`config.mk`:
```
export PLATFORM = sky130hd
export DESIGN_NAME = cedec_top
export DESIGN_NICKNAME = d
export VERILOG_FILES = /design/src/rtl/cedec_pkg.sv /design/src/rtl/cedec_merge_reg.sv /design/src/rtl/cedec_data_dec.sv /design/src/rtl/cedec_prog_dec.sv /design/src/rtl/cedec_top.sv
export SDC_FILE = /design/constraint.sdc
export NUM_CORES = 1
export LEC_CHECK = 0
export CAP_MARGIN = 10
export CORE_MARGIN = 4
export CORE_UTILIZATION = 38
export CTS_CLUSTER_DIAMETER = 80
export CTS_CLUSTER_SIZE = 12
export DETAILED_ROUTE_END_ITERATION = 10
export GPL_TIMING_DRIVEN = 0
export PLACE_DENSITY = 0.79
export SETUP_SLACK_MARGIN = 0.3
export SLEW_MARGIN = 20
export SYNTH_ARGS = -nofsm -noshare
export SYNTH_HDL_FRONTEND = slang
export SYNTH_SLANG_ARGS = --single-unit
export TNS_END_PERCENT = 30
```
`constraint.sdc`:
```
create_clock -name clk_i -period 1.9 [get_ports clk_i]
set_input_delay 0.38 -clock clk_i [delete_from_list [all_inputs] [get_ports clk_i]]
set_output_delay 0.38 -clock clk_i [all_outputs]
set_load 0.02 [all_outputs]
```
`src/rtl/cedec_pkg.sv`:
```
package cedec_pkg;
  localparam int unsigned ADDR_W     = 24;
  localparam int unsigned N_DATA     = 8;
  localparam int unsigned N_PROG     = 4;
  localparam int unsigned DATA_SHIFT = 21;
  localparam int unsigned PROG_SHIFT = 20;
  localparam int unsigned DSEL_W     = ADDR_W - DATA_SHIFT;
  localparam int unsigned PSEL_W     = ADDR_W - PROG_SHIFT;

  typedef struct packed {
    logic              valid;
    logic              fetch;
    logic [ADDR_W-1:0] addr;
  } bus_req_t;
endpackage

```
`src/rtl/cedec_merge_reg.sv`:
```
module cedec_merge_reg #(
  parameter int unsigned N = cedec_pkg::N_DATA
) (
  input  logic         clk_i,
  input  logic         rst_ni,
  input  logic         wr_i,
  input  logic [N-1:0] wdata_i,
  output logic [N-1:0] merge_o
);
  logic [N-1:0] merge_q;

  always_ff @(posedge clk_i or negedge rst_ni) begin
    if (!rst_ni)   merge_q <= '0;
    else if (wr_i) merge_q <= wdata_i;
  end

  assign merge_o = merge_q;

  // p_cfg_hold_r8: without a write strobe the merge bits keep their value
  p_cfg_hold_r8: assert property (@(posedge clk_i) disable iff (!rst_ni)
    $past(rst_ni) && !$past(wr_i) |-> $stable(merge_q));
endmodule

```
`src/rtl/cedec_data_dec.sv`:
```
module cedec_data_dec
  import cedec_pkg::*;
#(
  parameter int unsigned N     = N_DATA,
  parameter int unsigned SHIFT = DATA_SHIFT
) (
  input  bus_req_t     req_i,
  input  logic [N-1:0] merge_i,
  output logic [N-1:0] hit_o,
  output logic         merged_fetch_o
);
  localparam int unsigned SW = ADDR_W - SHIFT;

  logic [SW-1:0] sel;
  assign sel = req_i.addr[ADDR_W-1:SHIFT];

  for (genvar n = 0; n < N; n++) begin : g_region
    logic match;
    assign match    = (sel == SW'(n));
    assign hit_o[n] = req_i.valid && match && (!req_i.fetch || merge_i[n]);
  end

  always_comb begin
    merged_fetch_o = 1'b0;
    for (int n = 0; n < N; n++)
      if (sel == SW'(n) && merge_i[n]) merged_fetch_o = req_i.valid && req_i.fetch;
  end
endmodule

```
`src/rtl/cedec_prog_dec.sv`:
```
module cedec_prog_dec
  import cedec_pkg::*;
#(
  parameter int unsigned M     = N_PROG,
  parameter int unsigned SHIFT = PROG_SHIFT
) (
  input  bus_req_t     req_i,
  input  logic         merged_i,
  output logic [M-1:0] hit_o
);
  localparam int unsigned SW = ADDR_W - SHIFT;

  logic [SW-1:0] sel;
  logic          fetch_ok;
  assign sel      = req_i.addr[ADDR_W-1:SHIFT];
  assign fetch_ok = req_i.valid && req_i.fetch && !merged_i;

  for (genvar m = 0; m < M; m++) begin : g_prog
    assign hit_o[m] = fetch_ok && (sel == SW'(m));
  end
endmodule

```
`src/rtl/cedec_top.sv`:
```
module cedec_top
  import cedec_pkg::*;
(
  input  logic              clk_i,
  input  logic              rst_ni,
  input  logic              req_valid_i,
  input  logic              req_fetch_i,
  input  logic [ADDR_W-1:0] req_addr_i,
  input  logic              cfg_wr_i,
  input  logic [N_DATA-1:0] cfg_merge_i,
  output logic [N_DATA-1:0] ce_n_o,
  output logic [N_PROG-1:0] pce_n_o
);
  bus_req_t          req;
  logic [N_DATA-1:0] merge, data_hit;
  logic [N_PROG-1:0] prog_hit;
  logic              merged_fetch;
  logic [N_DATA-1:0] ce_n_q;
  logic [N_PROG-1:0] pce_n_q;

  assign req = '{valid: req_valid_i, fetch: req_fetch_i, addr: req_addr_i};

  cedec_merge_reg #(.N(N_DATA)) u_merge (
    .clk_i(clk_i), .rst_ni(rst_ni), .wr_i(cfg_wr_i),
    .wdata_i(cfg_merge_i), .merge_o(merge)
  );

  cedec_data_dec #(.N(N_DATA), .SHIFT(DATA_SHIFT)) u_data (
    .req_i(req), .merge_i(merge), .hit_o(data_hit), .merged_fetch_o(merged_fetch)
  );

  cedec_prog_dec #(.M(N_PROG), .SHIFT(PROG_SHIFT)) u_prog (
    .req_i(req), .merged_i(merged_fetch), .hit_o(prog_hit)
  );

  always_ff @(posedge clk_i or negedge rst_ni) begin
    if (!rst_ni) begin
      ce_n_q  <= '1;
      pce_n_q <= '1;
    end else begin
      ce_n_q  <= ~data_hit;
      pce_n_q <= ~prog_hit;
    end
  end

  assign ce_n_o  = ce_n_q;
  assign pce_n_o = pce_n_q;

  // p_single_enable_r6
  p_single_enable_r6: assert property (@(posedge clk_i) disable iff (!rst_ni)
    $countones({~ce_n_o, ~pce_n_o}) <= 1);

  // p_idle_quiet_r5
  p_idle_quiet_r5: assert property (@(posedge clk_i) disable iff (!rst_ni)
    $past(rst_ni) && !$past(req_valid_i) |-> (&ce_n_o && &pce_n_o));

  // p_data_select_r1 (also R9: independent of merge bits)
  p_data_select_r1: assert property (@(posedge clk_i) disable iff (!rst_ni)
    $past(rst_ni) && $past(req_valid_i) && !$past(req_fetch_i)
    |-> (ce_n_o[$past(req_addr_i[ADDR_W-1:DATA_SHIFT])] == 1'b0 && &pce_n_o));

  // p_merged_fetch_r4
  p_merged_fetch_r4: assert property (@(posedge clk_i) disable iff (!rst_ni)
    $past(rst_ni) && $past(req_valid_i) && $past(req_fetch_i)
    && $past(merge[req_addr_i[ADDR_W-1:DATA_SHIFT]])
    |-> (&pce_n_o && ce_n_o[$past(req_addr_i[ADDR_W-1:DATA_SHIFT])] == 1'b0));

  // p_high_fetch_r3
  p_high_fetch_r3: assert property (@(posedge clk_i) disable iff (!rst_ni)
    $past(rst_ni) && $past(req_valid_i) && $past(req_fetch_i)
    && !$past(merge[req_addr_i[ADDR_W-1:DATA_SHIFT]])
    && ($past(req_addr_i[ADDR_W-1:PROG_SHIFT]) >= N_PROG)
    |-> (&ce_n_o && &pce_n_o));
endmodule

```
* After elaboration in Yosys (flattened, before gate mapping)
Index checks and enable logic that the tools add are counted.
Word-level totals: output and inout bits 12, logic and storage cells 65, input port bits 37, register bits after elaboration 20
Cells by class: reductions and logical operators 42, muxes and demuxes 8, bitwise operators 2, eq/ne operators 10
Operators with widths (count):
- 1-bit logical AND | 30
- 3-bit == test, second input constant | 4
- 4-bit by 2-bit == test with 1-bit output, second input constant | 2
- 1-bit logical OR | 8
- 1-bit two-way mux | 8
- 8-bit NOT | 1
- 3-bit by 2-bit == test with 1-bit output, second input constant | 2
- 4-bit by 1-bit == test with 1-bit output, second input constant | 1
- 4-bit zero test | 1
- 4-bit NOT | 1
- 3-bit by 1-bit == test with 1-bit output, second input constant | 1
- 3-bit zero test | 1
- 1-bit zero test | 2

* Logic depth before layout (Yosys ltp)
depth in word-level cells 14, gate-level depth with buffers 2, gate-level depth less buffers 2

* Cells and area by module
Synthesis repeated with hierarchy kept, for this count alone.
Second synthesis, totals: cell total of the unflattened synthesis 85, area, all modules 959.7 µm²
Modules (own cells, without submodules):
- cedec_top | seq. area each 315.3 µm², cells an instance 24, instances 1, area each 360.3 µm²
- cedec_merge_reg | seq. area each 200.2 µm², cells an instance 17, instances 1, area each 331.6 µm²
- cedec_data_dec | seq. area each 0.0 µm², cells an instance 35, instances 1, area each 212.7 µm²
- cedec_prog_dec | seq. area each 0.0 µm², cells an instance 9, instances 1, area each 55.1 µm²

* Worst setup path before layout
Ideal clock, no wire load.
kind register to output, from reg ce_n_q[0] (netlist: ce_n_o[0]), to out ce_n_o[0], stages on the path, launching flop included 1, setup slack 0.966 ns, buffers on the path 0, required time 1.520 ns, data arrival time 0.554 ns, cell sequence dfstp_2
RTL lines:
- start, declared | RTL line cedec_top.sv:18 | logic [N_DATA-1:0] ce_n_q;
- start signal, assigned | RTL line cedec_top.sv:41 | ce_n_q <= ~data_hit;
- end, declared | RTL line cedec_top.sv:11 | output logic [N_DATA-1:0] ce_n_o,
No word-level cell between the ends.

* Worst setup path in the final report
from reg ce_n_q[0] (netlist: ce_n_o[0]), to out ce_n_o[0]
No word-level cell between the ends.

==> flow_summary.json <==
{
  "whs_path_depth": 2,
  "dp_hpwl_um": 1240,
  "max_freq_mhz": 561,
  "synth_area_per_cell_um2": 16.0,
  "grt_pass1_wl_um": 2590,
  "ys_warn_count": 0,
  "setup_viol": 0,
  "h-tree-depth": 1,
  "p_leak_uw": 0.000448,
  "dp.cells": 104,
  "drc_errors": 0,
  "critical_path.cell_chain": "clkdlybuf4s50_1",
  "cp.depth": 1,
  "path_max_fanout": 1,
  "status": "finished clean",
  "cp_slowest_cell": "clkdlybuf4s50_1",
  "cts_buffer_depth": 2,
  "yosysUniqueCellTypes": 18,
  "die_x_um": 53.9,
  "clock_skew_ns": 0.00164,
  "rsz0062_at_grt": "true",
  "antenna_cells": 0,
  "synthMuxAreaShare_pct": 15.0,
  "cap_violations": 0,
  "grt_overflow": 0,
  "synth_cells": 50,
  "crit_path_max_incr_delay_ns": 0.59,
  "die_h_um": 53.9,
  "ff2ff_setup_slack_ns": 1.05,
  "yosys.area.top_type": "dfstp_2",
  "drv_slew": 0,
  "io-pin-count": 49,
  "reg2regPathDepth": 2,
  "synth-simple-area-share_pct": 10.8,
  "drive_gt1_share_pct": 32.5,
  "die-area_um2": 2900,
  "r2r-start": "u_merge.merge_o[1]$_DFFE_PN0P_",
  "synth_area_leaders": "dfstp_2 (39%), dfrtp_1 (25%), mux2_4 (15%)",
  "insertion_delay_ns": 0.28,
  "synth_compound_area_share_pct": 7.82,
  "peakVddDrop_mv": 0.330,
  "crit_family": "buffers and inverters",
  "yosys_register_bits": 20,
  "synth_top_area_share_pct": 39.4,
  "hold_path_startpoint": "cfg_wr_i",
  "critPathKind": "reg2out",
  "yosysSeqAreaShare_pct": 64.5,
  "syn2layout_area_growth_pct": 41.0,
  "cts_sinks": 20,
  "first_iter_violations": 7,
  "cts-root-buf": "clkbuf_4",
  "syn_nets": 87,
  "cp-end-kind": "primary output",
  "hold_class": "in2reg",
  "grt_pass1_vias": 547,
  "firstDrtPassIters": 4,
  "min_to": "u_merge.merge_o[4]$_DFFE_PN0P_",
  "p_per_area_nw_per_um2": 676,
  "cts_buffers": 3,
  "cts_tree": "yes",
  "routed_wl_um": 1670,
  "cp-start-kind": "register",
  "period_minus_slack_ns": 1.78,
  "synth_fa_ha_area_share_pct": 0,
  "gp_congestion": 0.822,
  "fill_cells": 172,
  "vias_per_cell": 5.00,
  "seq_area_um2": 515,
  "final_cells": 107,
  "synth_xor_area_share_pct": 0,
  "wl_per_cell_um": 15.6,
  "crit_arrival_ns": 1.40,
  "antenna_found_initial": 0,
  "setup_tns_ns": 0,
  "r2r_end": "pce_n_o[3]$_DFF_PN1_",
  "vias": 535,
  "coreArea_um2": 1980,
  "worstMarginPinSlew_ns": 0.838,
  "rows": 16,
  "maxSlewHeadroom_pct": 44.0,
  "ant_nets": 0,
  "grt_max_degree": 21,
  "required_ns": 1.52,
  "cts_setup_buffers": 0,
  "multi_input_area_um2": 269,
  "synth_top_family_by_area": "multiplexers",
  "cts.clk_slew.worst_paths_ns": 0.10,
  "syn-cell-area_um2": 800,
  "initial_utilization_pct": 40.3,
  "numPortBuffers": 27,
  "nNetsFinal": 119,
  "hold_violations": 0,
  "path_buf_inv": 1,
  "period_share_pct": 93.9,
  "grt_usage_pct": 12.9
}
stage by stage:
| step | utilization [%] | setup slack (ns) | total power [uW] | hold WS [ns] | instance area, um2 |
|---|---|---|---|---|---|
| after floorplan | - | 0.966 | 522 | 0.0844 | 800 |
| after global placement | 55.7 | 0.436 | 582 | 0.419 | 1100 |
| after detailed placement | 55.7 | 0.415 | 588 | 0.424 | 1100 |
| after CTS | 56.6 | 0.100 | 769 | 0.410 | 1120 |
| after global routing | 56.9 | 0.0763 | 796 | 0.410 | 1130 |
| final | 56.9 | 0.116 | 762 | 0.415 | 1130 |
kinds of logic (layout without fill, tap and decap cells):
logic type,after synthesis,count (layout)
AOI/OAI and AO/OA,8,8
buffers and inverters,2,32
muxes,8,8
DFF,20,20
and+or+nand+nor,12,12
where the power goes:
| group | internal (uW) | switching, uW | leakage, uW |
|---|---|---|---|
| sequential | 452 | 14.7 | 0.000220 |
| combinational | 68.7 | 46.3 | 0.000215 |
| clock | 73.5 | 108 | 0.0000138 |
| total | 594 | 169 | 0.000448 |
flip-flops by register name (all words and copies together), names as in the netlist:
register	cells
pce_n_o	4
u_merge.merge_o	8
ce_n_o	8
synthesized netlist by cell type, drive strengths merged:
library cell,count
and2b,2
and4,1
and4bb,1
buf,1
dfrtp,8
dfstp,12
inv,1
mux2,8
nand2,2
nand4,2
nor2,1
nor2b,1
nor3,1
nor3b,1
o2111ai,4
o211ai,3
o21ai,1
repair_timing:
action | in CTS | in global routing
setup endpoints to repair | 12 | 9
hold buffers | 0 | 0
resized for setup | 3 | 2
area by class of cell:
class	instances	share of cell area, %
Clock buffer	3	2.00
Multi-Input combinational cell	28	23.9
Inverter	1	0.333
Tap cell	27	3.00
Buffer	1	0.999
Timing Repair Buffer	27	24.1
Sequential cell	20	45.7
layout by cell type, fill, tap and decap left out, drive strengths merged, types with 3 or more instances in the layout:
master         instances
dfstp                 12
mux2                   8
dfrtp                  8
clkdlybuf4s50         22
o2111ai                4
dlygate4sd2            3
clkbuf                 3
o211ai                 3
routing by layer:
metal | track usage, % | wire [um] | vias up
met4 | 6.38 | 19 | 0
met1 | 16.0 | 652 | 261
met5 | 0 | 0 | -
li1 | - | - | 248
met2 | 21.6 | 845 | 24
met3 | 1.94 | 148 | 2
worst max-delay path by stage:
stage	startpoint	to	slack, ns
final	ce_n_o[0]$_DFF_PN1_	ce_n_o[0]	0.12
after global routing	ce_n_o[0]$_DFF_PN1_	ce_n_o[0]	0.08
after CTS	ce_n_o[2]$_DFF_PN1_	ce_n_o[2]	0.1
after detailed placement	ce_n_o[1]$_DFF_PN1_	ce_n_o[1]	0.42
after global placement	ce_n_o[3]$_DFF_PN1_	ce_n_o[3]	0.44
after floorplan	ce_n_o[0]$_DFF_PN1_	ce_n_o[0]	0.97
No activity file was read; power rests on OpenSTA's default activity.
